$ cat src/rtl/cdc_bridge_pkg.sv
package cdc_bridge_pkg;

    localparam int REG_W      = 8;
    localparam int ADDR_W     = 7;
    localparam int NUM_REGS   = 28;
    localparam int WORD_W     = 32;
    localparam int STATUS_IDX = 9;
    localparam int RSV_LO     = 20;
    localparam int RSV_HI     = 21;
    localparam int UP_BIT     = 3;
    localparam int DN_BIT     = 2;
    localparam int BUSY_POS   = 16;
    localparam int IDX_LSB    = 8;
    localparam int IRQ_POS    = 8;
    localparam int BANK_W     = NUM_REGS * REG_W;

    typedef logic [REG_W-1:0]  reg_t;
    typedef logic [ADDR_W-1:0] idx_t;

    typedef struct packed {
        idx_t idx;
        reg_t data;
    } cmd_t;

    function automatic reg_t reset_value(input int idx);
        reg_t v;
        case (idx)
            0:  v = 8'h0c;  1:  v = 8'haa;  2:  v = 8'h78;  3:  v = 8'h00;
            4:  v = 8'h00;  5:  v = 8'hff;  6:  v = 8'h03;  7:  v = 8'h51;
            8:  v = 8'h3f;  9:  v = 8'h00;  10: v = 8'h00;  11: v = 8'h04;
            12: v = 8'h04;  13: v = 8'h04;  14: v = 8'h04;  15: v = 8'h04;
            16: v = 8'h04;  17: v = 8'h0a;  18: v = 8'h0a;  19: v = 8'h00;
            20: v = 8'h00;  21: v = 8'h00;  22: v = 8'hc0;  23: v = 8'h34;
            24: v = 8'h07;  25: v = 8'h44;  26: v = 8'h1f;  default: v = 8'h00;
        endcase
        return v;
    endfunction

    function automatic logic in_bank(input idx_t a);
        return (int'(a) < NUM_REGS);
    endfunction

endpackage

$ cat src/rtl/cdc_host_port.sv
module cdc_host_port
    import cdc_bridge_pkg::*;
#(
    parameter int WR_CYCLES = 4,
    parameter int HOST_AW   = 4
) (
    input  logic                clk,
    input  logic                rst,
    input  logic                host_sel,
    input  logic                host_wr,
    input  logic                host_rd,
    input  logic [HOST_AW-1:0]  host_addr,
    input  logic [WORD_W-1:0]   host_wdata,
    output logic [WORD_W-1:0]   host_rdata,
    input  reg_t                rd_byte,
    input  logic                status_event,
    output idx_t                sel_idx,
    output logic                commit_en,
    output cmd_t                commit_cmd
);

    localparam int CW = $clog2(WR_CYCLES + 1);

    cmd_t          cur_cmd;
    logic          busy;
    logic [CW-1:0] cnt;
    logic          irq;
    logic          cmd_store;
    logic          data_load;

    assign cmd_store = host_sel && host_wr && !host_addr[2];
    assign data_load = host_sel && host_rd &&  host_addr[2];

    always_ff @(posedge clk) begin
        if (rst) begin
            cur_cmd <= '0;
            busy    <= 1'b0;
            cnt     <= '0;
        end else if (cmd_store && !busy) begin
            cur_cmd <= '{idx: host_wdata[IDX_LSB +: ADDR_W], data: host_wdata[REG_W-1:0]};
            if (host_wdata[BUSY_POS]) begin
                busy <= 1'b1;
                cnt  <= CW'(WR_CYCLES);
            end
        end else if (busy) begin
            if (cnt == CW'(1)) begin
                busy <= 1'b0;
            end
            cnt <= cnt - CW'(1);
        end
    end

    always_ff @(posedge clk) begin
        if (rst) begin
            irq <= 1'b0;
        end else if (status_event) begin
            irq <= 1'b1;
        end else if (data_load) begin
            irq <= 1'b0;
        end
    end

    assign commit_en  = busy && (cnt == CW'(1));
    assign commit_cmd = cur_cmd;
    assign sel_idx    = cur_cmd.idx;

    always_comb begin
        host_rdata = '0;
        if (host_addr[2]) begin
            host_rdata[REG_W-1:0] = rd_byte;
            host_rdata[IRQ_POS]   = irq;
        end else begin
            host_rdata[REG_W-1:0]              = cur_cmd.data;
            host_rdata[IDX_LSB +: ADDR_W]      = cur_cmd.idx;
            host_rdata[BUSY_POS]               = busy;
        end
    end

    // an idle store with the request bit starts a busy period
    assert_busy_start_R2: assert property (@(posedge clk) disable iff (rst)
        (cmd_store && !busy && host_wdata[BUSY_POS]) |=> busy);

    // stores during a busy period leave the captured command alone
    assert_store_ignored_R3: assert property (@(posedge clk) disable iff (rst)
        (cmd_store && busy) |=> $stable(cur_cmd));

    // a load of the data word without a new event clears the flag
    assert_irq_clear_R9: assert property (@(posedge clk) disable iff (rst)
        (data_load && !status_event) |=> !irq);

    // an event always raises the flag
    assert_irq_set_R9: assert property (@(posedge clk) disable iff (rst)
        status_event |=> irq);

endmodule

$ cat src/rtl/cdc_reg_bank.sv
module cdc_reg_bank
    import cdc_bridge_pkg::*;
(
    input  logic              clk,
    input  logic              rst,
    input  logic              commit_en,
    input  cmd_t              commit_cmd,
    input  logic              ramp_up_done_i,
    input  logic              ramp_dn_done_i,
    input  idx_t              rd_idx,
    output reg_t              rd_val,
    output logic              status_event,
    output logic [BANK_W-1:0] bank_flat
);

    reg_t bank [NUM_REGS];

    assign status_event = ramp_up_done_i || ramp_dn_done_i;

    for (genvar i = 0; i < NUM_REGS; i++) begin : g_reg
        logic hit;
        assign hit = commit_en && (commit_cmd.idx == ADDR_W'(i));

        if (i == RSV_LO || i == RSV_HI) begin : g_rsv
            assign bank[i] = '0;
        end else if (i == STATUS_IDX) begin : g_status
            reg_t q;
            reg_t hw_set;
            always_comb begin
                hw_set         = '0;
                hw_set[UP_BIT] = ramp_up_done_i;
                hw_set[DN_BIT] = ramp_dn_done_i;
            end
            always_ff @(posedge clk) begin
                if (rst) begin
                    q <= reset_value(i);
                end else if (hit) begin
                    q <= commit_cmd.data | hw_set;
                end else begin
                    q <= q | hw_set;
                end
            end
            assign bank[i] = q;
        end else begin : g_plain
            reg_t q;
            always_ff @(posedge clk) begin
                if (rst) begin
                    q <= reset_value(i);
                end else if (hit) begin
                    q <= commit_cmd.data;
                end
            end
            assign bank[i] = q;
        end

        assign bank_flat[i*REG_W +: REG_W] = bank[i];
    end

    always_comb begin
        rd_val = '0;
        for (int k = 0; k < NUM_REGS; k++) begin
            if (rd_idx == ADDR_W'(k)) begin
                rd_val = bank[k];
            end
        end
    end

    // a commit outside the bank changes no register
    assert_oob_drop_R7: assert property (@(posedge clk) disable iff (rst)
        (commit_en && !in_bank(commit_cmd.idx) && !status_event) |=> $stable(bank_flat));

    // the ramp-up pulse leaves bit 3 of the status register set
    assert_up_set_R8: assert property (@(posedge clk) disable iff (rst)
        ramp_up_done_i |=> bank_flat[STATUS_IDX*REG_W + UP_BIT]);

    // the ramp-down pulse leaves bit 2 of the status register set
    assert_dn_set_R8: assert property (@(posedge clk) disable iff (rst)
        ramp_dn_done_i |=> bank_flat[STATUS_IDX*REG_W + DN_BIT]);

    // reserved slots never show a nonzero value
    assert_rsv_zero_R6: assert property (@(posedge clk) disable iff (rst)
        commit_en |=> (bank_flat[RSV_LO*REG_W +: REG_W] == '0 && bank_flat[RSV_HI*REG_W +: REG_W] == '0));

endmodule

$ cat src/rtl/cdc_read_pipe.sv
module cdc_read_pipe
    import cdc_bridge_pkg::*;
#(
    parameter int LAT = 3
) (
    input  logic clk,
    input  logic rst,
    input  reg_t d,
    output reg_t q
);

    reg_t stage [LAT];

    for (genvar s = 0; s < LAT; s++) begin : g_stage
        always_ff @(posedge clk) begin
            if (rst) begin
                stage[s] <= '0;
            end else if (s == 0) begin
                stage[s] <= d;
            end else begin
                stage[s] <= stage[(s == 0) ? 0 : s-1];
            end
        end
    end

    assign q = stage[LAT-1];

    // checker state: how long the input has held its value
    reg_t       last_d;
    logic [3:0] settle;

    always_ff @(posedge clk) begin
        if (rst) begin
            last_d <= '0;
            settle <= '0;
        end else begin
            last_d <= d;
            if (d != last_d) begin
                settle <= '0;
            end else if (settle != 4'hf) begin
                settle <= settle + 4'd1;
            end
        end
    end

    // once the input has been steady long enough, the output matches it
    assert_read_settle_R4: assert property (@(posedge clk) disable iff (rst)
        ((int'(settle) >= LAT - 1) && (d == last_d)) |-> (q == d));

endmodule

$ cat src/rtl/cdc_reg_bridge.sv
module cdc_reg_bridge
    import cdc_bridge_pkg::*;
#(
    parameter int WR_CYCLES = 4,
    parameter int READ_LAT  = 3,
    parameter int HOST_AW   = 4
) (
    input  logic                   clk,
    input  logic                   rst,
    input  logic                   host_sel,
    input  logic                   host_wr,
    input  logic                   host_rd,
    input  logic [HOST_AW-1:0]     host_addr,
    input  logic [31:0]            host_wdata,
    output logic [31:0]            host_rdata,
    input  logic                   ramp_up_done_i,
    input  logic                   ramp_dn_done_i,
    output logic [NUM_REGS*8-1:0]  ctrl_regs_o
);

    idx_t sel_idx;
    logic commit_en;
    cmd_t commit_cmd;
    reg_t lookup_val;
    reg_t piped_val;
    logic status_event;

    cdc_host_port #(
        .WR_CYCLES (WR_CYCLES),
        .HOST_AW   (HOST_AW)
    ) u_port (
        .clk          (clk),
        .rst          (rst),
        .host_sel     (host_sel),
        .host_wr      (host_wr),
        .host_rd      (host_rd),
        .host_addr    (host_addr),
        .host_wdata   (host_wdata),
        .host_rdata   (host_rdata),
        .rd_byte      (piped_val),
        .status_event (status_event),
        .sel_idx      (sel_idx),
        .commit_en    (commit_en),
        .commit_cmd   (commit_cmd)
    );

    cdc_reg_bank u_bank (
        .clk            (clk),
        .rst            (rst),
        .commit_en      (commit_en),
        .commit_cmd     (commit_cmd),
        .ramp_up_done_i (ramp_up_done_i),
        .ramp_dn_done_i (ramp_dn_done_i),
        .rd_idx         (sel_idx),
        .rd_val         (lookup_val),
        .status_event   (status_event),
        .bank_flat      (ctrl_regs_o)
    );

    cdc_read_pipe #(
        .LAT (READ_LAT)
    ) u_pipe (
        .clk (clk),
        .rst (rst),
        .d   (lookup_val),
        .q   (piped_val)
    );

endmodule

$ cat config.mk
export PLATFORM = sky130hd
export DESIGN_NAME = cdc_reg_bridge
export DESIGN_NICKNAME = d
export VERILOG_FILES = /design/src/rtl/cdc_bridge_pkg.sv /design/src/rtl/cdc_host_port.sv /design/src/rtl/cdc_reg_bank.sv /design/src/rtl/cdc_read_pipe.sv /design/src/rtl/cdc_reg_bridge.sv
export SDC_FILE = /design/constraint.sdc
export NUM_CORES = 1
export LEC_CHECK = 0
export BUFFER_PORTS_ARGS = -buffer_cell sky130_fd_sc_hd__buf_2
export CORE_MARGIN = 2
export CORE_UTILIZATION = 49
export DETAILED_ROUTE_END_ITERATION = 16
export PLACE_DENSITY = 0.86
export SKIP_LAST_GASP = 1
export SYNTH_ARGS = -nofsm -noshare
export SYNTH_HDL_FRONTEND = slang
export SYNTH_SLANG_ARGS = --single-unit
$ cat constraint.sdc
create_clock -name clk -period 3 [get_ports clk]
set_input_delay 0.6 -clock clk [delete_from_list [all_inputs] [get_ports clk]]
set_output_delay 0.6 -clock clk [all_outputs]
set_load 0.03 [all_outputs]
==> run summary, run 1 <==
status - completed
FF-to-FF End - u_pipe.stage[0][7]
CTS buffer count - 27
setup TNS - 0 ps
CTS Buffer Depth - 3
commonest non-fill, non-tap cell in the layout - nand2_1
asr flop ratio synth - 0%
RR Startpoint - u_port.sel_idx[0]
Post-synth EDFFs - 0
HPWL after DPL - 33680 um
number of max-cap violations - 0
Reg2Reg Depth - 7
CP cell instances - inv_1 -> buf_4 -> o21ai_0 -> buf_2
maximum vdd drop - 0.3426 mV
commonest cells after routing, fill and taps aside - nand2_1, dfxtp_1, buf_2
clock slew seen by the registers of the worst setup and hold paths - 60 ps
final clock skew - 8.260 ps
GR Util met2 - 56.12%
Cells after Synth - 1506
# setup viols final - 0
DR DRC count - 0
CTS resizes - 0
Rel. slew slack - 35.01%
crit share post-route - 93.63%
die area - 25460 sq um
Sink Count - 252
Die Ht - 159.6 um
element type at the critical path end - output pin
Syn-to-layout area delta - 22.06%
count of different cell masters after synthesis - 65
htree depth - 1
share of cells above drive strength 1 - 23.90%
#FFs+latches synth - 252
Port Buffer Count - 247
power per cell area - 508.3 nW/um^2
slowest cell on the critical path - dfxtp_2
crit path DAT - 2210 ps
RSZ-0062 raised after global routing - false
core area - 23610 sq um
post-route minimum period - 2809 ps
Min-Delay Path Class - in2reg
Syn. warnings - 0
Root Driver - clkbuf_16
GR Overflow Total - 0
crit-path max FO - 21
WL per Instance - 23.07 um
hold buffers post-CTS - 0
vias per std cell - 6.217
WHS - 298.1 ps
post-CTS setup buffer count - 0
Mean Syn Cell Area - 7.874 sq um
gr usage total - 35.70%
chip width - 159.6 um
Slew @ Worst Pin - 974.9 ps
CP startpoint - u_port.sel_idx[0]
critical path's largest stage delay - 730 ps
critical path class - reg2out
Req. time, crit path - 2400 ps
CTS tree - built
vias - 12860
Final Hold Viols - 0
antenna violations before repair - 2
global-route met1 utilization - 48.62%
fin nets - 1776
initial detailed-routing violation count - 1925
vias in the first global route - 11980
drt first pass iters - 8
R2R Setup Slk - 310 ps
GR peak layer - met2
number of routed nets with antenna violations - 0
static leakage - 5.797 nW
floorplan row count - 56
Starting Density - 50.22%
worst setup path end - host_rdata[8]
largest net degree at the start of global routing - 144
first-pass GRT wire length - 71730 um
Max Freq - 356.0 MHz
most frequently used flop master after synthesis - dfxtp_1
GPL Wtd Cong - 1.022
Startpoint Class - register
mapped cell area - 11860 sq um
sequential area share after synthesis - 42.54%
io pins - 299
final WL - 47730 um
Slew Viols, Final - 0
GR Util met3 - 6.981%
clock latency on the worst-skew pair - 530 ps
cells in the mapped netlist, types with 3 or more instances:
master | n | area share (%)
nand2_1 | 295 | 9.3
dfxtp_1 | 252 | 43
a21oi_1 | 189 | 8.0
nand3_1 | 116 | 4.9
clkbuf_1 | 111 | 3.5
nor2_1 | 80 | 2.5
o21ai_0 | 76 | 3.2
mux2i_1 | 46 | 3.9
nand3b_1 | 42 | 2.7
nor2b_1 | 36 | 1.9
buf_4 | 33 | 2.1
a211o_1 | 20 | 1.5
mux2_2 | 18 | 1.7
nor3_1 | 14 | 0.59
and3_1 | 13 | 0.69
o22ai_1 | 13 | 0.69
inv_1 | 12 | 0.38
nand2b_1 | 11 | 0.58
a211oi_1 | 10 | 0.63
buf_2 | 10 | 0.42
buf_1 | 9 | 0.28
mux4_2 | 8 | 1.5
o211ai_1 | 7 | 0.44
a31oi_1 | 6 | 0.32
nor3b_1 | 4 | 0.25
a2111oi_0 | 3 | 0.22
a221oi_1 | 3 | 0.22
a22oi_1 | 3 | 0.19
a2bb2oi_1 | 3 | 0.22
a32o_1 | 3 | 0.25
a32oi_1 | 3 | 0.22
o221ai_1 | 3 | 0.22
o2bb2ai_1 | 3 | 0.22
o32ai_1 | 3 | 0.22
or4_1 | 3 | 0.19
where the power goes:
part | total, mW | leakage (nW) | switching [mW] | internal, mW
registers | 3.39 | 2.04 | 0.0226 | 3.37
clock network | 3.44 | 0.444 | 1.37 | 2.07
logic | 0.520 | 3.32 | 0.379 | 0.141
total | 7.36 | 5.80 | 1.77 | 5.58
worst min-delay path by stage:
stage	start	end	slack, ps	depth (start not counted)
after detailed placement	u_pipe.stage[1][7]	u_pipe.stage[2][7]	420	1
final	ramp_dn_done_i	u_port.irq	300	3
after global placement	u_pipe.stage[1][6]	u_pipe.stage[2][6]	420	1
after floorplan	u_pipe.stage[0][0]	u_pipe.stage[1][0]	410	1
after CTS	ramp_dn_done_i	u_port.irq	290	3
after global routing	host_wdata[8]	u_port.sel_idx[0]	300	3
cell families (layout without fill, tap and decap cells):
logic type / after synthesis / count (layout) / synth area share [%]
other: 1 / 33 / 0.03162
xor gates and xnor gates: 1 / 1 / 0.07387
DFF: 252 / 252 / 42.54
muxes: 72 / 72 / 7.111
and+or+nand+nor: 633 / 633 / 24.90
adders and majority gates: 2 / 2 / 0.2110
buffers and inverters: 177 / 389 / 6.879
AOI/OAI and AO/OA: 368 / 368 / 18.25
registers in the layout, summed over array words and instances, names as in the netlist:
register             count
u_bank.g.g_plain.q     200
u_port.sel_idx           7
u_port.busy              1
u_bank.g.g_status.q      8
u_port.commit_cmd        8
u_pipe.stage            24
u_port.cnt               3
u_port.irq               1
critical path: cells and delay by family (launching register included):
family,cells,cell delay [ps]
buffers and inverters,3,760
flip-flops,1,730
AO/OA/AOI/OAI,1,170
through the flow:
stage / utilization, % / std cells / setup WS, ps / area, sq um / power [mW]
detailed placement: 57.40 / 2021 / 458.0 / 13550 / 3.967
CTS: 61.29 / 2068 / 240.6 / 14470 / 7.336
floorplan: - / 1537 / 668.0 / 11980 / 3.828
global route: 61.29 / 2068 / 96.17 / 14470 / 7.532
finish: 61.30 / 2069 / 191.2 / 14480 / 7.357
global placement: 57.40 / 2021 / 434.1 / 13550 / 3.965
per-layer routing:
layer,vias up,share of wire (%)
met2,1015,44
li1,5649,-
met4,2,4.2
met1,6022,39
met5,-,0.027
met3,175,13
layout make-up:
cell class	count	area (sq um)
clock buffer	36	779.5
sequential	252	5047
fill	2053	9138
multi-input combinational	1108	6146
tap	319	399.1
timing repair buffer	330	1916
antenna	1	2.502
inverter	12	45.04
clock inverter	11	140.1
Power figures use the tool's default switching activity.
==> run 2: changes to the inputs <==
Settings changed: CORE_UTILIZATION 49 to 48, PLACE_DENSITY 0.86 to 0.87, SETUP_SLACK_MARGIN from default to 0.15.
Clock period 3 ns to 2.33 ns, I/O delays scaled along.
==> run summary, run 2 (synthesized netlist as in run 1, its figures left out) <==
io pins - 299 (unchanged)
number of routed nets with antenna violations - 0 (unchanged)
worst setup path end - u_pipe.stage[0][6] (was host_rdata[8])
antenna violations before repair - 0 (was 2)
share of cells above drive strength 1 - 29.96% (was 23.90%)
htree depth - 1 (unchanged)
initial detailed-routing violation count - 1981 (was 1925)
CP startpoint - u_port.sel_idx[1] (was u_port.sel_idx[0])
vias - 13370 (was 12860)
die area - 25980 sq um (was 25460 sq um)
CP cell instances - buf_12 -> buf_4 -> nand2b_1 -> or4_4 -> a21oi_2 -> o31ai_2 -> buf_4 -> a31oi_4 -> o21ai_1 (was inv_1 -> buf_4 -> o21ai_0 -> buf_2)
RR Startpoint - u_port.sel_idx[1] (was u_port.sel_idx[0])
final WL - 49870 um (was 47730 um)
global-route met1 utilization - 49.77% (was 48.62%)
Sink Count - 252 (unchanged)
HPWL after DPL - 34900 um (was 33680 um)
critical path class - reg2reg (was reg2out)
hold buffers post-CTS - 0 (unchanged)
vias in the first global route - 12230 (was 11980)
vias per std cell - 6.189 (was 6.217)
CTS Buffer Depth - 3 (unchanged)
Reg2Reg Depth - 9 (was 7)
DR DRC count - 0 (unchanged)
largest net degree at the start of global routing - 119 (was 144)
number of max-cap violations - 0 (unchanged)
Largest Register - u_bank.g.g_plain.q (unchanged)
# setup viols final - 0 (unchanged)
Port Buffer Count - 247 (unchanged)
Req. time, crit path - 2740 ps (was 2400 ps)
clock latency on the worst-skew pair - 530 ps (about the same)
chip width - 161.2 um (was 159.6 um)
Min-Delay Path Class - in2reg (unchanged)
Slew Viols, Final - 0 (unchanged)
core area - 24320 sq um (was 23610 sq um)
GR peak layer - met2 (unchanged)
most used cell, CP - buf_4
dpl cells - 2091 (was 2021)
floorplan row count - 57 (was 56)
CTS buffer count - 26 (was 27)
power per cell area - 602.6 nW/um^2 (was 508.3 nW/um^2)
GPL Wtd Cong - 1.050 (was 1.022)
post-route minimum period - 2234 ps
crit path DAT - 2640 ps (was 2210 ps)
Max Freq - 447.7 MHz
Slew @ Worst Pin - 621.9 ps (was 974.9 ps)
Syn-to-layout area delta - 30.93% (was 22.06%)
commonest non-fill, non-tap cell in the layout - nand2_1 (unchanged)
element type at the critical path end - register (was output pin)
Root Driver - clkbuf_16 (unchanged)
ant diodes - 0 (was 1)
CTS tree - built (unchanged)
Non-Filler Instances - 2160 (was 2069)
Largest regs - u_bank.g.g_plain.q (200), u_pipe.stage (24) (unchanged)
final clock skew - 12.08 ps (was 8.260 ps)
Die Ht - 161.2 um (was 159.6 um)
multi-input logic area - 6394 sq um (was 6146 sq um)
commonest cells after routing, fill and taps aside - nand2_1, dfxtp_1, buf_2 (unchanged)
Overall Power - 9.357 mW (was 7.357 mW)
drt first pass iters - 6 (was 8)
R2R Setup Slk - 100 ps (was 310 ps)
crit share post-route - 95.86%
Starting Density - 48.76% (was 50.22%)
clock slew seen by the registers of the worst setup and hold paths - 60 ps (about the same)
HP Start - ramp_dn_done_i (unchanged)
crit-path max FO - 13 (was 21)
Startpoint Class - register (unchanged)
Largest register FFs - 200 (unchanged)
# fillers - 1982 (was 2053)
WL per Instance - 23.09 um (was 23.07 um)
Final Hold Viols - 0 (unchanged)
static leakage - 6.287 nW (was 5.797 nW)
critical path's largest stage delay - 520 ps (was 730 ps)
status - completed (unchanged)
gr usage total - 36.33% (was 35.70%)
slowest cell on the critical path - or4_4 (was dfxtp_2)
GR Util met2 - 57.43% (was 56.12%)
FF-to-FF End - u_pipe.stage[0][6] (was u_pipe.stage[0][7])
fin nets - 1864 (was 1776)
maximum vdd drop - 0.5234 mV (was 0.3426 mV)
RSZ-0062 raised after global routing - true (was false)
first-pass GRT wire length - 73300 um (was 71730 um)
sequential cell area - 5066 sq um (was 5047 sq um)
Rel. slew slack - 58.16% (was 35.01%)
GR Overflow Total - 0 (unchanged)
GR Util met3 - 6.471% (was 6.981%)
run 2: cell count changes in the layout (fill, tap and decap cells not counted), sizes merged:
cell and change:
buf +87, bufinv -2, clkbuf +7, clkinv -2, clkinvlp -3, diode -1
run 2: metal layers:
layer	share of wire (%)	routed length, um
met1	38	18840
met2	45	22240
met3	13	6661
met4	4.3	2126
met5	0	0
run 2: critical path: cells and delay by family (launching register included):
kind                   cells  cell delay (ps)
DFF                        1              400
buffers and inverters      3              470
and+or+nand+nor            2              770
AOI/OAI and AO/OA          4              460
run 2: worst min-delay path by stage:
stage / cells past startpoint / endpoint / slack, ps
after floorplan: 1 / u_pipe.stage[1][0] / 410
after global placement: 1 / u_pipe.stage[2][4] / 420
after detailed placement: 1 / u_pipe.stage[2][5] / 420
after CTS: 3 / u_port.irq / 170
after global routing: 3 / u_port.sel_idx[0] / 170
final: 3 / u_port.irq / 170
run 2: cell type report:
type	count	share of cell area [%]
multi-input cells	1108	41.18
flip-flops and latches	252	32.63
repair buffers	419	17.85
clock buffers	41	5.141
well taps	324	2.611
clock inverters	4	0.3062
inverters	12	0.2901
run 2: power by group:
group          switching (mW)  internal [mW]  total (mW)
clock network            1.74           2.44        4.18
registers              0.0225           4.34        4.36
logic                   0.538          0.277       0.816
run 2: timing repair:
item / in CTS / in global routing
setup buffers: 8 / 14
gates resized for setup: 28 / 66
pin swaps: 4 / 23
gates cloned: 1 / 2
setup endpoints to repair: 85 / 127
run 2: metrics by stage:
stage | instance area, sq um | utilization (%) | TNS [ps] | setup slack [ps] | hold slack [ps]
after CTS | 15120 | 62.15 | 0 | 64.80 | 169.4
after global placement | 14110 | 58.02 | -119.9 | -92.68 | 419.0
final | 15530 | 63.85 | 0 | 96.40 | 172.0
after floorplan | 11980 | - | 0 | 150.9 | 413.8
after detailed placement | 14110 | 58.02 | -165.9 | -94.24 | 420.4
after global routing | 15530 | 63.85 | 0 | 46.41 | 174.1
==> run 3: changes to the inputs <==
Settings changed: CORE_UTILIZATION 48 to 49, PLACE_DENSITY 0.87 to 0.88, SYNTH_HIERARCHICAL from default to 1.
==> run summary, run 3 <==
htree depth - 1 (unchanged)
gr usage total - 35.99% (was 36.33%)
Largest register FFs - 200 (unchanged)
most frequently used flop master after synthesis - dfxtp_1 (unchanged)
Mean Syn Cell Area - 8.513 sq um (was 7.874 sq um)
Switch Pwr - 2.293 mW (was 2.301 mW)
Post-synth EDFFs - 0 (unchanged)
Seq pwr share - 46.6% (about the same)
crit-path leading delay family - compound AO/OA/AOI/OAI gates (was simple AND/OR/NAND/NOR gates)
element type at the critical path end - register (unchanged)
R2R Setup Slk - 20 ps (was 100 ps)
clock latency on the worst-skew pair - 550 ps (was 530 ps)
vias - 12650 (was 13370)
hold buffers post-CTS - 0 (unchanged)
antenna violations before repair - 0 (unchanged)
clock slew seen by the registers of the worst setup and hold paths - 70 ps (was 60 ps)
count of different cell masters after synthesis - 77 (was 65)
Overall Power - 9.369 mW (was 9.357 mW)
Buf+Inv Stages, Crit Path - 3 (unchanged)
DR DRC count - 0 (unchanged)
Req. time, crit path - 2740 ps (about the same)
Largest regs - u_bank/g.g_plain.q (200), u_pipe/stage (24) (was u_bank.g.g_plain.q (200), u_pipe.stage (24))
first-pass GRT wire length - 71480 um (was 73300 um)
crit-path max FO - 9 (was 13)
drt first pass iters - 6 (unchanged)
static leakage - 6.828 nW (was 6.287 nW)
chip width - 161.0 um (was 161.2 um)
Syn. warnings - 6 (was 0)
Final Core Density - 65.15% (was 63.85%)
Rel. slew slack - 56.03% (was 58.16%)
slowest cell on the critical path - dfxtp_4 (was or4_4)
final WL - 49610 um (was 49870 um)
post-route minimum period - 2309 ps (was 2234 ps)
multi-input logic area - 6594 sq um (was 6394 sq um)
mapped cell area - 12070 sq um (was 11860 sq um)
number of max-cap violations - 0 (unchanged)
initial detailed-routing violation count - 1566 (was 1981)
Starting Density - 49.78% (was 48.76%)
Max Freq - 433.1 MHz (was 447.7 MHz)
top-area cell type share of the netlist area - 41.79% (was 42.54%)
GPL Wtd Cong - 0.9890 (was 1.050)
floorplan row count - 57 (unchanged)
final instance area - 15800 sq um (was 15530 sq um)
Clock power frac - 44.9% (was 44.7%)
crit share post-route - 99.09% (was 95.86%)
Slew @ Worst Pin - 659.6 ps (was 621.9 ps)
Switching Share - 24.47% (was 24.59%)
Gate power share - 8.5% (was 8.7%)
Die Ht - 161.0 um (was 161.2 um)
critical path class - reg2reg (unchanged)
RSZ-0062 raised after global routing - true (unchanged)
ant diodes - 0 (unchanged)
status - completed (unchanged)
commonest non-fill, non-tap cell in the layout - buf_2 (was nand2_1)
share of cells above drive strength 1 - 33.81% (was 29.96%)
# fillers - 1971 (was 1982)
asr flop ratio synth - 0% (unchanged)
sequential cell area - 5066 sq um (unchanged)
DP Area - 14170 sq um (was 14110 sq um)
die area - 25910 sq um (was 25980 sq um)
Syn-to-layout area delta - 30.88% (was 30.93%)
Port Buffer Count - 247 (unchanged)
Final Hold Viols - 0 (unchanged)
Synth area leaders - dfxtp_1, mux2i_1, nand2_1, a21oi_1, nand3_1 (was dfxtp_1, nand2_1, a21oi_1, nand3_1, mux2i_1)
power per cell area - 593.0 nW/um^2 (was 602.6 nW/um^2)
Synth area leader - dfxtp_1 (unchanged)
maximum vdd drop - 0.5049 mV (was 0.5234 mV)
HPWL after DPL - 34540 um (was 34900 um)
crit path DAT - 2720 ps (was 2640 ps)
number of routed nets with antenna violations - 0 (unchanged)
Min-Delay Path Class - in2reg (unchanged)
vias per std cell - 6.098 (was 6.189)
Sink Count - 252 (unchanged)
critical path's largest stage delay - 430 ps (was 520 ps)
Int Pwr - 7.077 mW (was 7.057 mW)
Non-Filler Instances - 2075 (was 2160)
#FFs+latches synth - 252 (unchanged)
Root Driver - clkbuf_16 (unchanged)
Post-synth top cells - dfxtp_1, nand2_1, nor2_1 (was nand2_1, dfxtp_1, a21oi_1)
fin nets - 1779 (was 1864)
Largest Register - u_bank/g.g_plain.q (was u_bank.g.g_plain.q)
commonest cells after routing, fill and taps aside - buf_2, dfxtp_1, nand2_1 (was nand2_1, dfxtp_1, buf_2)
Cells after Synth - 1418 (was 1506)
sequential area share after synthesis - 41.79% (was 42.54%)
largest net degree at the start of global routing - 97 (was 119)
final clock skew - 14.28 ps (was 12.08 ps)
# setup viols final - 0 (unchanged)
most frequent cell after synthesis - dfxtp_1 (was nand2_1)
io pins - 299 (unchanged)
vias in the first global route - 11540 (was 12230)
dpl cells - 1995 (was 2091)
WHS - 151.9 ps (was 172.0 ps)
CTS Buffer Depth - 3 (unchanged)
GR Overflow Total - 0 (unchanged)
Startpoint Class - register (unchanged)
Slew Viols, Final - 0 (unchanged)
CTS buffer count - 26 (unchanged)
CP cell instances - buf_6 -> buf_4 -> buf_4 -> nor2b_2 -> a21oi_1 -> o22ai_1 -> a211oi_1 -> a221oi_1 -> nor2b_2 (was buf_12 -> buf_4 -> nand2b_1 -> or4_4 -> a21oi_2 -> o31ai_2 -> buf_4 -> a31oi_4 -> o21ai_1)
CTS tree - built (unchanged)
core area - 24250 sq um (was 24320 sq um)
WL per Instance - 23.91 um (was 23.09 um)
[run 3: cell count changes in the layout (fill, tap and decap cells not counted), sizes merged, moves of 5 or more]
cell	before	now
a211o	20	3
a21oi	189	131
a22oi	3	9
a32oi	3	9
and2	1	9
and3	13	6
buf	417	412
mux2i	46	111
nand2	295	196
nand3	116	99
nand3b	42	2
nor2	80	137
o211ai	7	30
o21ai	76	42
[run 3: per-layer routing]
metal | share of wire (%) | GRT usage (%) | vias to the layer above
met1 | 37 | 46.73 | 5977
met5 | 0 | 0 | -
met3 | 11 | 6.173 | 172
met2 | 45 | 58.74 | 958
met4 | 6.0 | 16.44 | 0
li1 | - | - | 5547
[run 3: power by group through the flow]
stage	sequential [mW]	clock, mW	combinational [mW]
4_1_cts	4.37	4.21	0.727
5_1_grt	4.37	4.39	0.824
3_3_place_gp	4.47	0	0.674
3_5_place_dp	4.47	0	0.682
6_report	4.37	4.20	0.796
2_1_floorplan	4.45	0	0.484
[run 3: timing repair]
item                       CTS  global route
gates cloned                 2             2
setup endpoints to repair   64            95
resized for setup           52            57
buffers inserted            16            15
pin swaps                   21            19
[run 3: per-stage QoR]
| step | TNS, ps | setup WS [ps] |
|---|---|---|
| finish | 0 | 21.11 |
| global placement | -84.09 | -47.79 |
| global route | -29.32 | -16.12 |
| floorplan | 0 | 11.03 |
| detailed placement | -192.0 | -104.3 |
| CTS | 0 | 87.58 |
[run 3: path summary, 6_finish.rpt]
path	start	end	cells after the start
min	ramp_up_done_i	u_bank/g_reg[9].g_status.q[3]	3
max	u_port/sel_idx[0]	u_pipe/stage[0][4]	9
min reg2reg	u_pipe/stage[1][5]	u_pipe/stage[2][5]	1
max reg2reg	u_port/sel_idx[0]	u_pipe/stage[0][4]	9
[run 3: final cells by class]
type | instances | area share [%]
Multi-Input combinational cell | 1024 | 41.74
Inverter | 15 | 0.3643
Clock inverter | 5 | 0.4989
Sequential cell | 252 | 32.07
Timing Repair Buffer | 415 | 17.93
Clock buffer | 40 | 4.839
Tap cell | 324 | 2.566
[run 3: cells by family after synthesis]
logic type	synth area share (%)
adders and majority gates	0.2073
and+or+nand+nor	21.63
AOI/OAI and AO/OA	15.88
muxes	13.03
buffers and inverters	7.401
DFF	41.79
other	0.06221
[run 3: worst reg2reg max path, cell delays in order (launching register included)]
cell and delay (ps):
dfxtp_4 430, buf_6 170, buf_4 150, buf_4 200, nor2b_2 100, a21oi_1 360
o22ai_1 170, a211oi_1 320, a221oi_1 130, nor2b_2 160
